### config.mk
export PLATFORM = sky130hd
export DESIGN_NAME = chain_match_flag
export DESIGN_NICKNAME = d
export VERILOG_FILES = /design/src/rtl/chain_match_flag.sv
export SDC_FILE = /design/constraint.sdc
export NUM_CORES = 1
export LEC_CHECK = 0
export ABC_CLOCK_PERIOD_IN_PS = 900
export BUFFER_PORTS_ARGS = -buffer_cell sky130_fd_sc_hd__buf_2
export CAP_MARGIN = 20
export CORE_AREA = 2 2 39 41
export DETAILED_ROUTE_END_ITERATION = 8
export DIE_AREA = 0 0 41 43
export GPL_TIMING_DRIVEN = 1
export HOLD_SLACK_MARGIN = 0.06
export REMOVE_ABC_BUFFERS = 1
export SYNTH_ARGS = -nofsm -noshare
export SYNTH_HDL_FRONTEND = slang
export SYNTH_SLANG_ARGS = --single-unit
### constraint.sdc
create_clock -name clk -period 0.9 [get_ports clk]
set_input_delay 0.135 -clock clk [delete_from_list [all_inputs] [get_ports clk]]
set_output_delay 0.135 -clock clk [all_outputs]
set_load 0.01 [all_outputs]
### src/rtl/chain_match_flag.sv
module chain_match_flag (
  input  logic clk,
  input  logic rst_n,
  input  logic strobe_n,
  input  logic chain_en_n,
  input  logic local_hit,
  input  logic match_in_n,
  input  logic flag_en,
  input  logic cfg_swap,
  output logic match_out_n,
  output logic owner
);

  logic strobe_q;
  logic armed;
  logic out_en;
  logic hit_q;

  wire strobe_fall = strobe_q & ~strobe_n;
  wire strobe_rise = ~strobe_q & strobe_n;

  always_ff @(posedge clk) begin
    if (!rst_n) begin
      strobe_q <= 1'b1;
      armed    <= 1'b0;
      out_en   <= 1'b0;
      hit_q    <= 1'b0;
    end else begin
      strobe_q <= strobe_n;
      if (strobe_fall)
        armed <= ~chain_en_n;
      if (cfg_swap) begin
        out_en <= 1'b0;
        hit_q  <= 1'b0;
      end else if (strobe_rise) begin
        out_en <= armed;
        hit_q  <= local_hit & flag_en;
      end
    end
  end

  assign match_out_n = ~(out_en & (hit_q | ~match_in_n));
  assign owner       = out_en & hit_q & match_in_n;

endmodule

==> results_dict.tcl, run 1 <==
set metrics [dict create \
    period_needed_ns 0.958 \
    regArea_um2 82.6 \
    min_delay_path_depth 2 \
    grt_max_degree 5 \
    hp-class "primary input to flip-flop" \
    drive_gt1_share_pct 51.6 \
    viasPerCell 3.62 \
    yosys_warnings 0 \
    num_io_pins 10 \
    synth_top_area_cell "dfxtp_1" \
    fin_crit_sh_pct 106 \
    antenna_found_initial 0 \
    yosysTopAreaCellShare_pct 48.5 \
    fin_nets 41 \
    dieWidth_um 41 \
    hold_viol 0 \
    avgRoutedWirePerCell_um 7.38 \
    status "finished, violations left" \
    place.gp.congestion 0.511 \
    coreArea_mm2 0.00138 \
    grt_pass1_wl_um 607 \
    most-common-layout-cells "8 x buf_2, 3 x nand2b_1, 3 x clkbuf_4" \
    hold_buffers 0 \
    slew_headroom_pct 91.7 \
    ant_nets 0 \
    syn_avg_cell_area_um2 9.18 \
    synth_cells 18 \
    grt_pass1_vias 179 \
    insertion_delay_ns 0.23 \
    postPlaceCellArea_um2 230 \
    violations "negative setup slack" \
    synth-seq-cells 4 \
    ir_drop_uv 272 \
    maxCapViolations 0 \
    layout_commonest_cell "buf_2" \
    drt_iter0_markers 4 \
    path_max_fanout 3 \
    skew_ns 0.000426 \
    yosysSeqAreaShare_pct 48.5 \
    drc_errors 0 \
    final_util_pct 19.8 \
    start_util_pct 11.9 \
    synth_area_leaders "dfxtp_1 48%, nand2b_1 11%, mux2i_1 6.1%" \
    fill_cells 162 \
    drt-total-wl_um 347 \
    syn_to_final_growth_pct 65.9 \
    worstMarginPinSlew_ns 0.121 \
    die_area_mm2 0.00176 \
    port_buffers 9 \
    cp-end-kind "output pin" \
    cts_tree "yes" \
    clk_pin_slew_ns 0.04 \
    crit_required_ns 0.76 \
    critPathKind "flip-flop to output pin" \
    die_y_um 43 \
    grt_usage_pct 6.02 \
    mappedNetlistArea_um2 165 \
    multiInputGateArea_um2 86.3 \
    synth_cell_types 12 \
    critPathLaunchType "flip-flop" \
    finalMaxSlewViolations 0 \
    p_leak_uw 0.000132 \
    drtPass1Iterations 2 \
    vias 170 \
    cts_max_level 1 \
    max_freq_ghz 1.04 \
    r2r_cells 3 \
    num_antenna_cells 0 \
    clock_sinks 4 \
    power_density_mw_per_mm2 1600 \
    setup_violations 2 \
    cts_root_buffer "clkbuf_4" \
    rows 14 \
    grt_overflow 0 \
    setup_slack_ns -0.0580 \
    cts_max_path_buffers 2 \
    numCtsBuffers 3 \
    rsz0062_at_grt "true" \
    fin_area_um2 274 \
    arrival_ns 0.82 \
]
## path summary, 6_finish.rpt
kind,endpoint,start,slack (ns)
worst max-delay path,owner,hit_q,-0.06
worst min-delay path,strobe_q,rst_n,0.11
worst max register to register,out_en,strobe_q,0.09
worst min register to register,hit_q,hit_q,0.46
## cell families after synthesis
logic type             count (synthesis)  share of synthesized area [%]
and+or+nand+nor                        9                           31.1
muxes                                  1                           6.06
DFF                                    4                           48.5
AOI/OAI and AO/OA                      3                           12.1
buffers and inverters                  1                           2.27
## per-stage QoR
step	setup WS [ns]	hold WS, ns	TNS (ns)	power [uW]	cells
after floorplan	0.144	0.208	0	205	18
after global placement	0.106	0.342	0	225	43
after detailed placement	0.103	0.344	0	225	43
after CTS	-0.0669	0.101	-0.112	453	47
after global routing	-0.103	0.120	-0.197	475	47
final	-0.0580	0.109	-0.0834	437	47
## where the power goes
part | internal [uW] | total [uW] | switching, uW
sequential | 185 | 188 | 3.11
clock | 149 | 214 | 65.6
combinational | 21.1 | 35.0 | 13.9
total | 355 | 437 | 82.6
## worst max-delay path: stages (launching register included)
cell	delay, ns
dfxtp_2	0.33
and3_4	0.18
buf_6	0.09
## state kept, by name, indices dropped and copies added, names as in the netlist
signal	cells
hit_q	1
armed	1
out_en	1
strobe_q	1
## timing repair
action / 4_1_cts / 5_1_grt
endpoints found under the hold margin: 0 / 0
pin swaps: 1 / 1
buffers inserted: 1 / 0
setup endpoints to repair: 2 / 2
resized for setup: 5 / 0
## cells in the mapped netlist
cell type  number
inv_1           1
nand2_1         2
nor2b_1         1
nand4b_1        1
nor2_1          1
o21ai_0         1
nand2b_1        3
mux2i_1         1
dfxtp_1         4
a21oi_1         1
and3_1          1
o211a_1         1
## per-layer routing
layer / track usage [%] / wire length (um) / part of all wire, %
met3: 5.76 / 62 / 18
met5: 0 / 0 / 0
met4: 8.00 / 0 / 0
met2: 7.50 / 163 / 47
met1: 4.17 / 122 / 35
## cell type report
| cell class | instances | area share (%) |
|---|---|---|
| clock buffer | 3 | 8.22 |
| inverter | 1 | 1.37 |
| sequential | 4 | 30.1 |
| timing repair buffer | 10 | 21.5 |
| multi-input combinational | 13 | 31.5 |
| tap | 16 | 7.31 |
Note: power is estimated with default switching activity, not from simulation.
==> run 2, diff against run 1 <==
- GPL_TIMING_DRIVEN: 1 -> 0
==> run 2 against run 1 <==
  * The run still ends with negative setup slack left
  * Routed wire length shrank 1.7%
  * Cell count shrank 2.1%
  * Non-clock buffer count shrank 1
  * Combinational power grew 1%
  * Design area shrank 5.9%
  * Fmax shrank 0.12%
  * Largest power group unchanged
==> results_dict.tcl, run 2 (synthesized netlist as in run 1, its figures left out) <==
set metrics [dict create \
    critPathLaunchType "flip-flop" \
    vias 175 \
    grt_usage_pct 5.31 \
    fin_crit_sh_pct 107 \
    critPathKind "flip-flop to output pin" \
    drive_gt1_share_pct 50.0 \
    fin_total_pwr_uw 444 \
    crit_family "flip-flops" \
    drtPass1Iterations 4 \
    numCtsBuffers 3 \
    busiest_layer "met2" \
    most-common-layout-cells "9 x buf_2, 3 x nand2b_1, 3 x clkbuf_4" \
    final_cells 46 \
    clk_pin_slew_ns 0.04 \
    avgRoutedWirePerCell_um 7.41 \
    min_from "rst_n" \
    skew_ns 0.00241 \
    crit_required_ns 0.76 \
    syn_to_final_growth_pct 56.1 \
    crit_buf_inv 1 \
    layout_commonest_cell "buf_2" \
    num_antenna_cells 0 \
    finalMaxSlewViolations 0 \
    viasPerCell 3.80 \
    max_freq_ghz 1.04 \
    regArea_um2 82.6 \
    slew_headroom_pct 91.9 \
    place.gp.congestion 0.501 \
    grt_use_met1_pct 4.47 \
    cp-end-kind "output pin" \
    drc_errors 0 \
    drt-total-wl_um 341 \
    max_stage_delay_ns 0.31 \
    hold_viol 0 \
    start_util_pct 11.9 \
    clock_sinks 4 \
    rows 14 \
    r2r_start "strobe_q" \
    worstMarginPinSlew_ns 0.118 \
    drt_iter0_markers 7 \
    slowest_stage "dfxtp_2" \
    crit_chain "and3_1 -> buf_2" \
    hold_buffers 0 \
    hp-class "primary input to flip-flop" \
    ant_nets 0 \
    period_needed_ns 0.959 \
    antenna_found_initial 0 \
    dieWidth_um 41 \
    cts_max_path_buffers 2 \
    use_met2_pct 6.56 \
    cts_max_level 1 \
    path_max_fanout 3 \
    die_area_mm2 0.00176 \
    setup_slack_ns -0.0591 \
    grt_pass1_vias 158 \
    ir_drop_uv 259 \
    port_buffers 9 \
    dpl.hpwl_um 286 \
    multiInputGateArea_um2 83.8 \
    die_y_um 43 \
    violations "negative setup slack" \
    maxCapViolations 0 \
    cts_tree "yes" \
    arrival_ns 0.82 \
    setup_violations 2 \
    grt_pass1_wl_um 538 \
    rsz0062_at_grt "true" \
    cts_root_buffer "clkbuf_4" \
    num_io_pins 10 \
    fill_cells 164 \
    use_met3_pct 4.71 \
    status "finished, violations left" \
    fin_nets 40 \
    worst_hold_slack_ns 0.0980 \
    grt_max_degree 5 \
    power_density_mw_per_mm2 1720 \
    coreArea_mm2 0.00138 \
    cp-startpoint "hit_q" \
    dp_cells 43 \
    insertion_delay_ns 0.23 \
    grt_overflow 0 \
    p_leak_uw 0.000130 \
]
run 2: changes by cell type in the layout (fill, tap and decap cells not counted), sizes merged:
cell and change:
buf -1
run 2: per-layer routing:
layer	share of wire [%]	routed length [um]
met5	0	0
met3	12	41
met4	3.2	11
met1	42	143
met2	42	144
run 2: final cells by class:
type | count | share of cell area, %
well taps | 16 | 7.77
flip-flops and latches | 4 | 32.0
clock buffers | 3 | 8.74
inverters | 1 | 1.46
repair buffers | 9 | 17.5
multi-input cells | 13 | 32.5
run 2: per-stage QoR:
step	setup WS (ns)	TNS, ns	util [%]	area, um2
after floorplan	0.144	0	-	165
after global placement	0.107	0	16.6	230
after detailed placement	0.102	0	16.6	230
after CTS	-0.0681	-0.124	18.4	255
after global routing	-0.110	-0.211	18.6	258
final	-0.0591	-0.101	18.6	258
run 2: power by group:
part / switching (uW) / leakage (uW) / internal, uW
clock network: 71.2 / 0.0000138 / 149
logic: 13.9 / 0.0000822 / 21.5
registers: 2.99 / 0.0000338 / 185
run 2: path summary, 6_finish.rpt:
path	to	slack, ns	cells past startpoint
setup / recovery	owner	-0.06	2
hold / removal	strobe_q	0.1	2
setup reg to reg	out_en	0.10	3
hold reg to reg	hit_q	0.46	2
run 2: timing repair:
action,CTS,global route
gates cloned,0,0
resized for setup,3,1
pin swaps,1,0
endpoints found under the setup margin,2,3
hold endpoints to repair,0,0
buffers inserted,0,0
run 2: worst reg2reg max path: cells and delay by family (launching register included):
kind             cells  cell delay, ns
muxes                1            0.19
DFF                  1            0.31
and+or+nand+nor      2            0.19
